==> config.mk <==
export PLATFORM = sky130hd
export DESIGN_NAME = raw_disp_hseq
export DESIGN_NICKNAME = d
export VERILOG_FILES = /design/src/rtl/rdo_pkg.sv /design/src/rtl/rdo_pix_phase.sv /design/src/rtl/rdo_line_track.sv /design/src/rtl/rdo_out_pipe.sv /design/src/rtl/raw_disp_hseq.sv
export SDC_FILE = /design/constraint.sdc
export NUM_CORES = 1
export LEC_CHECK = 0
export ABC_CLOCK_PERIOD_IN_PS = 2700
export CAP_MARGIN = 20
export CELL_PAD_IN_SITES_DETAIL_PLACEMENT = 1
export CELL_PAD_IN_SITES_GLOBAL_PLACEMENT = 1
export CORE_MARGIN = 2
export CORE_UTILIZATION = 35
export DETAILED_ROUTE_END_ITERATION = 10
export PLACE_DENSITY = 0.85
export SYNTH_ARGS = -nofsm -noshare
export SYNTH_HDL_FRONTEND = slang
export SYNTH_SLANG_ARGS = --single-unit
==> constraint.sdc <==
create_clock -name clk -period 2.7 [get_ports clk]
set_clock_uncertainty 0.15 [all_clocks]
set_input_delay 0.54 -clock clk [delete_from_list [all_inputs] [get_ports clk]]
set_output_delay 0.54 -clock clk [all_outputs]
set_load 0.01 [all_outputs]
==> src/rtl/rdo_pkg.sv <==
package rdo_pkg;
  typedef enum logic [1:0] {
    SRC_BLANK = 2'd0,
    SRC_DFLT  = 2'd1,
    SRC_FIFO  = 2'd2
  } src_e;
endpackage

==> src/rtl/rdo_pix_phase.sv <==
// Sub-pixel phase divider: one pixel enable every cfg_cpp clocks.
module rdo_pix_phase #(
  parameter int CPP_W = 3
) (
  input  logic             clk,
  input  logic             rst_n,
  input  logic [CPP_W-1:0] cfg_cpp,
  output logic             pix_en,
  output logic             ph_zero
);
  localparam logic [CPP_W-1:0] PH_ONE = 1;

  logic [CPP_W-1:0] ph_q, ph_d, ph_last;

  always_comb begin
    ph_last = (cfg_cpp == '0) ? '0 : cfg_cpp - PH_ONE;
    pix_en  = (ph_q >= ph_last);
    ph_zero = (ph_q == '0);
    ph_d    = pix_en ? '0 : ph_q + PH_ONE;
  end

  always_ff @(posedge clk or negedge rst_n) begin
    if (!rst_n) ph_q <= '0;
    else        ph_q <= ph_d;
  end


  phase_restart_chk: assert property (@(posedge clk) disable iff (!rst_n)
    pix_en |=> ph_zero);
endmodule

==> src/rtl/rdo_line_track.sv <==
// Frame-pixel counter, image-pixel counter, window and line-start sampling.
module rdo_line_track #(
  parameter int CNT_W = 12,
  parameter int DW    = 10
) (
  input  logic             clk,
  input  logic             rst_n,
  input  logic             pix_en,
  input  logic             ph_zero,
  input  logic [CNT_W-1:0] cfg_act_width,
  input  logic [CNT_W-1:0] cfg_hblank_len,
  input  logic [CNT_W-1:0] cfg_img_off,
  input  logic [CNT_W-1:0] cfg_img_size,
  input  logic             line_valid,
  input  logic [DW-1:0]    cfg_blank_val,
  input  logic [DW-1:0]    cfg_dflt_val,
  output logic [CNT_W-1:0] fp_cnt,
  output logic             in_active,
  output logic             in_win,
  output logic [DW-1:0]    blank_eff,
  output logic [DW-1:0]    dflt_eff
);
  localparam logic [CNT_W-1:0] C_ONE = 1;
  localparam logic [CNT_W:0]   T_ONE = 1;

  logic [CNT_W-1:0] fp_q, fp_d, ip_q, ip_d, ip_base, size_last;
  logic [CNT_W:0]   total, last_px;
  logic             act_q, act_eff, done_q, done_d, done_base, line_start;
  logic [DW-1:0]    blank_q, dflt_q;

  // next-state
  always_comb begin
    total      = {1'b0, cfg_act_width} + {1'b0, cfg_hblank_len};
    last_px    = (total == '0) ? '0 : total - T_ONE;
    line_start = ph_zero && (fp_q == '0);
    act_eff    = line_start ? line_valid    : act_q;
    blank_eff  = line_start ? cfg_blank_val : blank_q;
    dflt_eff   = line_start ? cfg_dflt_val  : dflt_q;
    ip_base    = line_start ? '0   : ip_q;
    done_base  = line_start ? 1'b0 : done_q;
    size_last  = cfg_img_size - C_ONE;
    in_active  = act_eff && (fp_q < cfg_act_width);
    in_win     = in_active && (fp_q >= cfg_img_off) && !done_base
                 && (cfg_img_size != '0);
    ip_d       = ip_base;
    done_d     = done_base;
    if (pix_en && in_win) begin
      if (ip_base == size_last) done_d = 1'b1;
      else                      ip_d   = ip_base + C_ONE;
    end
    fp_d = fp_q;
    if (pix_en) fp_d = ({1'b0, fp_q} >= last_px) ? '0 : fp_q + C_ONE;
    fp_cnt = fp_q;
  end

  // registers
  always_ff @(posedge clk or negedge rst_n) begin
    if (!rst_n) begin
      fp_q    <= '0;
      ip_q    <= '0;
      done_q  <= 1'b0;
      act_q   <= 1'b0;
      blank_q <= '0;
      dflt_q  <= '0;
    end else begin
      fp_q    <= fp_d;
      ip_q    <= ip_d;
      done_q  <= done_d;
      act_q   <= act_eff;
      blank_q <= blank_eff;
      dflt_q  <= dflt_eff;
    end
  end


  fp_hold_chk: assert property (@(posedge clk) disable iff (!rst_n)
    !pix_en |=> $stable(fp_q));

  ip_range_chk: assert property (@(posedge clk) disable iff (!rst_n)
    in_win |-> (ip_base < cfg_img_size));

  line_keep_chk: assert property (@(posedge clk) disable iff (!rst_n)
    !line_start |=> $stable(blank_q) && $stable(dflt_q) && $stable(act_q));
endmodule

==> src/rtl/rdo_out_pipe.sv <==
// Source select followed by a LAT-deep register chain to the pins.
module rdo_out_pipe
  import rdo_pkg::*;
#(
  parameter int DW  = 10,
  parameter int LAT = 2
) (
  input  logic          clk,
  input  logic          rst_n,
  input  src_e          src,
  input  logic [DW-1:0] blank_val,
  input  logic [DW-1:0] dflt_val,
  input  logic [DW-1:0] fifo_word,
  input  logic          ctl_in,
  input  logic          uflow_in,
  output logic [DW-1:0] data_o,
  output logic          ctl_o,
  output logic          uflow_o
);
  logic [DW-1:0] sel_data;
  logic [DW-1:0] d_q [LAT];
  logic          c_q [LAT];
  logic          u_q [LAT];

  always_comb begin
    unique case (src)
      SRC_FIFO: sel_data = fifo_word;
      SRC_DFLT: sel_data = dflt_val;
      default:  sel_data = blank_val;
    endcase
  end

  for (genvar g = 0; g < LAT; g++) begin : g_stage
    logic [DW-1:0] d_in;
    logic          c_in, u_in;
    if (g == 0) begin : g_head
      assign d_in = sel_data;
      assign c_in = ctl_in;
      assign u_in = uflow_in;
    end else begin : g_body
      assign d_in = d_q[g-1];
      assign c_in = c_q[g-1];
      assign u_in = u_q[g-1];
    end
    always_ff @(posedge clk or negedge rst_n) begin
      if (!rst_n) begin
        d_q[g] <= '0;
        c_q[g] <= 1'b0;
        u_q[g] <= 1'b0;
      end else begin
        d_q[g] <= d_in;
        c_q[g] <= c_in;
        u_q[g] <= u_in;
      end
    end
  end

  assign data_o  = d_q[LAT-1];
  assign ctl_o   = c_q[LAT-1];
  assign uflow_o = u_q[LAT-1];


  uflow_src_chk: assert property (@(posedge clk) disable iff (!rst_n)
    uflow_in |-> (src == SRC_DFLT));
endmodule

==> src/rtl/raw_disp_hseq.sv <==
module raw_disp_hseq
  import rdo_pkg::*;
#(
  parameter int DW    = 10,
  parameter int CNT_W = 12,
  parameter int CPP_W = 3,
  parameter int LAT   = 2
) (
  input  logic             clk,
  input  logic             rst_n,
  input  logic [CPP_W-1:0] cfg_cpp,
  input  logic [CNT_W-1:0] cfg_act_width,
  input  logic [CNT_W-1:0] cfg_hblank_len,
  input  logic [CNT_W-1:0] cfg_img_off,
  input  logic [CNT_W-1:0] cfg_img_size,
  input  logic [CNT_W-1:0] cfg_hs_start,
  input  logic [CNT_W-1:0] cfg_hs_stop,
  input  logic             cfg_ctl_sel,
  input  logic             cfg_ctl_inv,
  input  logic [DW-1:0]    cfg_blank_val,
  input  logic [DW-1:0]    cfg_dflt_val,
  input  logic             line_valid,
  input  logic [DW-1:0]    fifo_data,
  input  logic             fifo_empty,
  output logic             fifo_rd,
  output logic [DW-1:0]    vout_data,
  output logic             vout_ctl,
  output logic             vout_uflow
);
  logic             pix_en, ph_zero, in_active, in_win, ctl_raw, uflow_now;
  logic [CNT_W-1:0] fp_cnt;
  logic [DW-1:0]    blank_eff, dflt_eff;
  src_e             src;

  rdo_pix_phase #(.CPP_W(CPP_W)) u_phase (
    .clk(clk), .rst_n(rst_n), .cfg_cpp(cfg_cpp),
    .pix_en(pix_en), .ph_zero(ph_zero)
  );

  rdo_line_track #(.CNT_W(CNT_W), .DW(DW)) u_track (
    .clk(clk), .rst_n(rst_n), .pix_en(pix_en), .ph_zero(ph_zero),
    .cfg_act_width(cfg_act_width), .cfg_hblank_len(cfg_hblank_len),
    .cfg_img_off(cfg_img_off), .cfg_img_size(cfg_img_size),
    .line_valid(line_valid), .cfg_blank_val(cfg_blank_val),
    .cfg_dflt_val(cfg_dflt_val), .fp_cnt(fp_cnt), .in_active(in_active),
    .in_win(in_win), .blank_eff(blank_eff), .dflt_eff(dflt_eff)
  );

  always_comb begin
    uflow_now = in_win && fifo_empty;
    if (!in_active)           src = SRC_BLANK;
    else if (in_win && !fifo_empty) src = SRC_FIFO;
    else                      src = SRC_DFLT;
    if (cfg_ctl_sel) ctl_raw = (fp_cnt >= cfg_hs_start) && (fp_cnt < cfg_hs_stop);
    else             ctl_raw = (fp_cnt >= cfg_act_width);
  end

  assign fifo_rd = in_win;

  rdo_out_pipe #(.DW(DW), .LAT(LAT)) u_pipe (
    .clk(clk), .rst_n(rst_n), .src(src), .blank_val(blank_eff),
    .dflt_val(dflt_eff), .fifo_word(fifo_data),
    .ctl_in(ctl_raw ^ cfg_ctl_inv), .uflow_in(uflow_now),
    .data_o(vout_data), .ctl_o(vout_ctl), .uflow_o(vout_uflow)
  );

  if (LAT == 2) begin : g_lat2_chk

    uflow_cause_chk: assert property (@(posedge clk) disable iff (!rst_n)
      vout_uflow |-> $past(fifo_rd && fifo_empty, 2));
  end
endmodule

==> metrics.cfg, run 1 <==
[status]
status=finished, violations left
violations=negative setup slack

[logic_synthesis]
yosysTopAreaCellShare_pct=29.07
ys_warn_count=0
async_flop_share_pct=100.0
yosysSeqAreaShare_pct=29.07
synth_top_family_by_area=simple AND/OR/NAND/NOR gates
synthFlopType=dfrtp_1
synth-edff-count=0
synth.largest_area_cell=dfrtp_1
synth_adder_area_share_pct=17.04
syn-cell-area_sq_um=6285
syn_inst=728
synth_nets=924
synthTopCellsByArea=dfrtp_1 (29%), ha_1 (17%), nand2_1 (6.0%)
yosys.area_share.simple_pct=23.37
synth-seq-cells=73
synth_compound_area_share_pct=16.52
synth_xor_area_share_pct=4.858
synthMuxAreaShare_pct=3.663
syn_avg_cell_area_sq_um=8.633
synth_cell_types=79

[sta]
finalCriticalPeriod_ns=4.557
finalCritPeriodShare_pct=168.8
rsz0062_at_grt=true
setup_ws_ns=-1.857
setup_violations=40
hold_viol_final=0
max-slew-margin-rel_pct=58.94
tns_ns=-41.53
finalMaxSlewViolations=0
clock.fmax_ghz=0.2194
tightest_slew_ns=0.6112

[detailed_routing]
dr.pass1.iters=5
wirelength_met1_um=12590
vias_per_cell=5.993
wl_met3_um=2472
routed-wl-met2_um=17090
top_layer_used=met4
drt-initial-drc-count=583
drt.antenna.violating_nets=0
num_vias=7629
wl_um=35050
wl_per_cell_um=27.54
drc=0

[clocking]
cts_tree=done
ctsHoldBuffers=0
cts_max_path_buffers=2
path_clk_slew_ns=0.07
cts.htree.levels=3
cts_made_buffers=9
clkSinkCount=73
insertion_delay_ns=0.35
cts-root-buf=clkbuf_16

[grt]
grt_first_pass_wirelength_um=45350
grt_pass1_vias=8151
grt.total_usage_pct=29.86
grt-ovfl-total=0
grt_max_degree=74
antenna_found_initial=1

[cells_and_area]
design_area_sq_um=10430
fillers=1966
area_growth_pct=65.96
drive_above_1_share_pct=36.24
nets=1235

[power_and_ir_drop]
irDropWorstVdd_v=0.0003605
power_frac_seq_pct=26.2
switchingPower_mw=3.080
leakage_nw=5.043
switching_share_pct=43.56
p_int_mw=3.991
comb_power_share_pct=56.8
power_density_nw_per_um2=677.9
pwr-share-clk_pct=17.0

[setup_path]
critPathLaunchType=input port
worstSetupEndpointType=register
crit_type=in -> reg
cp.required_ns=2.75
cp_max_fo=8
arrival_ns=4.61

[floorplanning]
coreArea_sq_um=17780
rows=49
start_util_pct=35.35
fp.dieArea_sq_um=19040
die_y_um=138
ios=124
die_w_um=138

[placed_design]
hpwlAfterDp_um=17280
globalplace.congestion=0.8868
place_area_sq_um=9052
portBuffers=123

[worst_hold_path]
min_path_type=in -> async

[job]
maxCapViolations=0

-- what timing repair did --
action	4_1_cts	5_1_grt
setup buffers	28	22
endpoints found under the setup margin	38	40
gates resized for setup	168	70
gates cloned	0	1
pin swaps	70	53
-- flip-flops by register name (all words and copies together), names as in the netlist --
name and cells:
u_track.done_q 1, u_pipe.uflow_o 1, u_pipe.data_o 10, u_track.ip_q 12
u_track.fp_cnt 12, u_track.dflt_q 10, u_pipe.ctl_o 1, u_pipe.g_stage.d_in 10
u_track.act_q 1, u_track.blank_q 10, u_pipe.g_stage.u_in 1, u_phase.ph_q 3
u_pipe.g_stage.c_in 1
-- cell usage after synthesis, types with 14 or more instances --
master / number
inv_1: 66
xnor2_1: 21
mux2i_1: 17
dfrtp_1: 73
ha_1: 84
nand2_1: 101
o21ai_0: 24
nor2_1: 45
a21o_1: 16
a21oi_1: 45
clkbuf_1: 14
and3_1: 17
-- through the flow --
| step | setup WS [ns] | hold WS [ns] | total power, mW | cells | utilization, % |
|---|---|---|---|---|---|
| floorplan | -1.593 | 0.09441 | 3.286 | 728 | - |
| global placement | -2.066 | 0.1825 | 4.392 | 1211 | 50.91 |
| detailed placement | -2.251 | 0.1879 | 4.629 | 1211 | 50.91 |
| CTS | -1.431 | 0.09462 | 6.129 | 1252 | 55.91 |
| global route | -1.916 | 0.1159 | 7.288 | 1272 | 58.65 |
| finish | -1.857 | 0.04497 | 7.071 | 1273 | 58.66 |
-- kinds of logic after synthesis --
| family | after synthesis |
|---|---|
| flip-flops | 73 |
| XOR/XNOR | 34 |
| AO/OA/AOI/OAI | 153 |
| AND/OR/NAND/NOR | 275 |
| adder cells (fa/ha/maj) | 85 |
| multiplexers | 22 |
| buffers and inverters | 86 |
-- layout by cell type, fill, tap and decap left out, drive strengths merged, types with 12 or more instances in the layout --
master         count
and3              18
o21ai             26
clkbuf            14
nand4             14
nor2              45
and2              12
clkdlybuf4s50     88
xnor2             22
dlygate4sd2       14
a21oi             46
nand2            101
dfrtp             73
buf              207
a21o              16
xor2              12
inv               67
nand2b            12
mux2i             17
nand3             13
ha                84
-- critical path, cell delays in order --
cell             delay (ns)
clkdlybuf4s15_2        0.22
ha_4                   0.18
a21o_1                 0.23
a21o_1                 0.26
or3_1                  0.37
o311ai_2               0.29
buf_4                  0.17
buf_4                  0.09
buf_4                  0.09
buf_4                  0.10
buf_4                  0.10
buf_4                  0.10
buf_4                  0.10
buf_4                  0.09
buf_4                  0.10
inv_2                  0.06
xnor2_2                0.22
nand2_1                0.13
ha_1                   0.30
o21a_1                 0.15
a21oi_2                0.07
a211oi_2               0.30
buf_6                  0.22
a21oi_2                0.08
-- final cells by class --
| type | instances | area [sq um] | share of cell area [%] |
|---|---|---|---|
| tap | 229 | 286.5 | 2.747 |
| antenna | 1 | 2.502 | 0.02399 |
| sequential | 73 | 1829 | 17.54 |
| clock inverter | 4 | 27.53 | 0.2639 |
| clock buffer | 11 | 252.7 | 2.423 |
| timing repair buffer | 320 | 2809 | 26.93 |
| multi-input combinational | 569 | 4952 | 47.48 |
| inverter | 66 | 270.3 | 2.591 |
-- path summary, 6_finish.rpt --
kind / end / depth (start not counted) / from / slack (ns)
worst max-delay path: u_track.fp_cnt[5] / 24 / cfg_act_width[7] / -1.86
max in group asynchronous: u_track.fp_cnt[9] / 2 / rst_n / 1.97
min in group clk: u_pipe.data_o[4] / 0 / u_pipe.g_stage[1].d_in[4] / 0.20
worst min-delay path: u_pipe.data_o[9] / 2 / rst_n / 0.04
worst min register to register: u_pipe.data_o[4] / 0 / u_pipe.g_stage[1].d_in[4] / 0.20
worst max register to register: u_track.ip_q[9] / 11 / u_track.fp_cnt[8] / -0.89
-- power groups by stage --
| stage | combinational [mW] | clock [mW] | sequential (mW) |
|---|---|---|---|
| global route | 4.18 | 1.24 | 1.86 |
| detailed placement | 2.88 | 0 | 1.75 |
| CTS | 3.21 | 1.16 | 1.76 |
| floorplan | 1.55 | 0 | 1.74 |
| finish | 4.02 | 1.20 | 1.85 |
| global placement | 2.68 | 0 | 1.71 |
-- routing by layer --
layer,up-vias,global-route usage [%]
li1,3193,-
met1,3727,32.96
met2,492,54.74
met3,217,4.468
met4,0,16.70
met5,-,0
Power figures use the tool's default switching activity.
==> run 2: changes to the inputs <==
--- a/config.mk
+++ b/config.mk
@@ -5,14 +5,15 @@
 export SDC_FILE = /design/constraint.sdc
 export NUM_CORES = 1
 export LEC_CHECK = 0
+export ABC_AREA = 1
 export ABC_CLOCK_PERIOD_IN_PS = 2700
 export CAP_MARGIN = 20
 export CELL_PAD_IN_SITES_DETAIL_PLACEMENT = 1
 export CELL_PAD_IN_SITES_GLOBAL_PLACEMENT = 1
 export CORE_MARGIN = 2
-export CORE_UTILIZATION = 35
+export CORE_UTILIZATION = 34
 export DETAILED_ROUTE_END_ITERATION = 10
-export PLACE_DENSITY = 0.85
+export PLACE_DENSITY = 0.87
 export SYNTH_ARGS = -nofsm -noshare
 export SYNTH_HDL_FRONTEND = slang
 export SYNTH_SLANG_ARGS = --single-unit
==> run 2 against run 1 <==
  * The flow still finishes with violations (negative setup slack)
  * Clock power rose by 12%
  * Sequential power fell by 7%
  * Register-to-register slack improved by 0.91 ns
  * Highest routed layer unchanged
  * Via count rose by 6.3%
  * Largest cell class unchanged
  * Utilization fell by 4.0 points
  * Routed wire length fell by 12%
  * Setup slack improved by 0.76 ns
==> metrics.cfg, run 2 <==
[sta]
finalCritPeriodShare_pct=140.7  ; was 168.8%
setup_violations=13  ; was 40
finalMaxSlewViolations=0  ; unchanged
worst_hold_slack_ns=0.05067  ; was 0.04497 ns
max-slew-margin-rel_pct=71.65  ; was 58.94%
clock.fmax_ghz=0.2632  ; was 0.2194 GHz
rsz0062_at_grt=true  ; unchanged
hold_viol_final=0  ; unchanged
finalCriticalPeriod_ns=3.800  ; was 4.557 ns
tightest_slew_ns=0.4252  ; was 0.6112 ns
setup_ws_ns=-1.100  ; was -1.857 ns

[setup_path]
worstSetupEndpointType=register  ; unchanged
arrival_ns=3.93  ; was 4.61 ns
cp_common_cell=nand2_1  ; was buf_4
crit_slowest_cell=fa_2  ; was or3_1
cp.required_ns=2.83  ; was 2.75 ns
critPathLaunchType=input port  ; unchanged
crit_type=in -> reg  ; unchanged
cp_max_fo=8  ; unchanged
slowest_delay_ns=0.37  ; about the same

[logic_synthesis]
synth-edff-count=0  ; unchanged
synth_common_cells=nand2_1 (364), inv_1 (155), nand3_1 (101), ha_1 (84), dfrtp_1 (73)  ; was nand2_1 (101), ha_1 (84), dfrtp_1 (73), inv_1 (66)
synth.largest_area_cell=dfrtp_1  ; unchanged
ys_warn_count=0  ; unchanged
async_flop_share_pct=100.0  ; unchanged
synth_most_common_cell=nand2_1  ; unchanged
yosysTopAreaCellShare_pct=27.26  ; was 29.07%
synth_cell_types=35  ; was 79
syn_avg_cell_area_sq_um=6.655  ; was 8.633 sq um
syn_inst=1007  ; was 728
synth-seq-cells=73  ; unchanged
syn-cell-area_sq_um=6701  ; was 6285 sq um
synth_nets=1203  ; was 924
synthFlopType=dfrtp_1  ; unchanged
synthTopCellsByArea=dfrtp_1 (27%), nand2_1 (20%), ha_1 (16%)  ; was dfrtp_1 (29%), ha_1 (17%), nand2_1 (6.0%)
yosysSeqAreaShare_pct=27.26  ; was 29.07%

[cells_and_area]
nets=1480  ; was 1235
area_growth_pct=58.35  ; was 65.96%
drive_above_1_share_pct=30.72  ; was 36.24%
layout_common_cells=nand2_1 (298), buf_4 (152), inv_1 (124)  ; was buf_4 (170), nand2_1 (100), clkdlybuf4s50_1 (88)
fillers=2406  ; was 1966
final_common_cell=nand2_1  ; was buf_4

[floorplanning]
ios=124  ; unchanged
fp.dieArea_sq_um=20850  ; was 19040 sq um
rows=51  ; was 49
die_y_um=144.4  ; was 138 um
start_util_pct=34.55  ; was 35.35%
coreArea_sq_um=19400  ; was 17780 sq um
die_w_um=144.4  ; was 138 um

[placed_design]
portBuffers=123  ; unchanged
globalplace.congestion=0.8739  ; was 0.8868
hpwlAfterDp_um=19650  ; was 17280 um

[detailed_routing]
drc=0  ; unchanged
dr.pass1.iters=5  ; unchanged
drt-initial-drc-count=397  ; was 583
wl_per_cell_um=19.88  ; was 27.54 um
drt.antenna.violating_nets=0  ; unchanged
num_vias=8106  ; was 7629
wl_um=30910  ; was 35050 um
vias_per_cell=5.213  ; was 5.993

[power_and_ir_drop]
power_density_nw_per_um2=657.9  ; was 677.9 nW/um^2
pwr-share-clk_pct=19.2  ; was 17.0%
p_int_mw=4.011  ; was 3.991 mW
total_power_mw=6.982  ; was 7.071 mW
comb_power_share_pct=56.1  ; was 56.8%
leakage_nw=5.564  ; was 5.043 nW
switching_share_pct=42.56  ; was 43.56%
switchingPower_mw=2.971  ; was 3.080 mW
power_frac_seq_pct=24.6  ; was 26.2%
irDropWorstVdd_v=0.0003193  ; was 0.0003605 V

[clocking]
cts-root-buf=clkbuf_16  ; unchanged
cts.htree.levels=3  ; unchanged
insertion_delay_ns=0.34  ; was 0.35 ns
cts_made_buffers=9  ; unchanged
cts_max_path_buffers=2  ; unchanged
cts_tree=done  ; unchanged
clkSinkCount=73  ; unchanged
path_clk_slew_ns=0.06  ; was 0.07 ns

[job]
maxCapViolations=0  ; unchanged

[grt]
grt_first_pass_wirelength_um=44570  ; was 45350 um
antenna_found_initial=0  ; was 1
grt.total_usage_pct=27.65  ; was 29.86%
grt-ovfl-total=0  ; unchanged
grt_max_degree=74  ; unchanged
grt_pass1_vias=8984  ; was 8151

[status]
status=finished, violations left  ; unchanged
violations=negative setup slack  ; unchanged

[worst_hold_path]
min_path_type=in -> async  ; unchanged

==> run 2: cell count changes after synthesis, sizes merged, moves of 16 or more <==
cell,previous run,this run
nand3,13,103
nand2,101,374
mux2i,17,0
inv,66,161
and3,18,0
nor2,45,75
a21o,16,0
==> run 2: cells by family (layout without fill, tap and decap cells) <==
group / count (synthesis) / after routing / synth area share (%)
buf+inv: 178 / 459 / 10.64
compound gates: 50 / 50 / 3.902
flops: 73 / 73 / 27.26
xor+xnor: 29 / 29 / 3.790
other cells: 0 / 1 / 0
fa+ha+maj: 85 / 85 / 15.98
simple gates: 592 / 593 / 38.42
==> run 2: stage by stage <==
stage / worst slack, ns / setup TNS [ns] / instances / area, sq um / util, %
final: -1.100 / -12.95 / 1555 / 10610 / 54.70
after global routing: -1.237 / -15.80 / 1554 / 10610 / 54.69
after CTS: -0.7355 / -8.714 / 1549 / 10220 / 52.69
after detailed placement: -1.622 / -33.32 / 1516 / 9246 / 47.67
after global placement: -1.434 / -27.39 / 1516 / 9246 / 47.67
after floorplan: -0.7398 / -8.716 / 1007 / 6750 / -
==> run 2: area by class of cell <==
cell class	count	area [sq um]	area share, %
tap	265	331.6	3.125
clock buffer	9	225.2	2.122
inverter	162	615.6	5.801
clock inverter	7	102.6	0.9669
multi-input combinational	757	5059	47.67
sequential	73	1831	17.25
timing repair buffer	281	2445	23.04
antenna	1	2.502	0.02358
==> run 2: path summary, 6_finish.rpt <==
path	start	depth (start not counted)	slack [ns]	to
max	cfg_hblank_len[0]	30	-1.10	u_track.fp_cnt[8]
min	rst_n	2	0.05	u_phase.ph_q[0]
max reg2reg	u_track.fp_cnt[1]	18	0.02	u_track.ip_q[8]
min reg2reg	u_pipe.g_stage[1].d_in[0]	0	0.20	u_pipe.data_o[0]
max in group asynchronous	rst_n	2	2.01	u_pipe.g_stage[1].d_in[4]
min in group clk	u_pipe.g_stage[1].d_in[0]	0	0.20	u_pipe.data_o[0]
==> run 2: worst max-delay path: cells and delay by family <==
| family | cells | cell delay [ns] |
|---|---|---|
| and+or+nand+nor | 21 | 1.94 |
| adders and majority gates | 3 | 0.73 |
| buffers and inverters | 5 | 0.50 |
| AOI/OAI and AO/OA | 1 | 0.20 |
==> run 2: power by group through the flow <==
stage	combinational, mW	clock, mW	sequential [mW]
after global placement	2.88	0	1.68
after CTS	3.43	1.36	1.69
final	3.92	1.34	1.72
after global routing	4.23	1.41	1.74
after detailed placement	3.09	0	1.71
after floorplan	1.57	0	1.70
==> run 2: routing by layer <==
layer  up-vias  share of wire [%]  track usage (%)
li1       3724                  -                -
met1      3965                 38            30.29
met2       293                 52            51.86
met3       124                4.8            4.570
met4         0                5.4            12.72
met5         -                  0                0
==> run 2: timing repair <==
item / 4_1_cts / 5_1_grt
gates resized for setup: 175 / 112
endpoints found under the setup margin: 36 / 36
buffers inserted: 16 / 6
gates cloned: 1 / 0
hold buffers: 0 / 0
pin swaps: 66 / 52
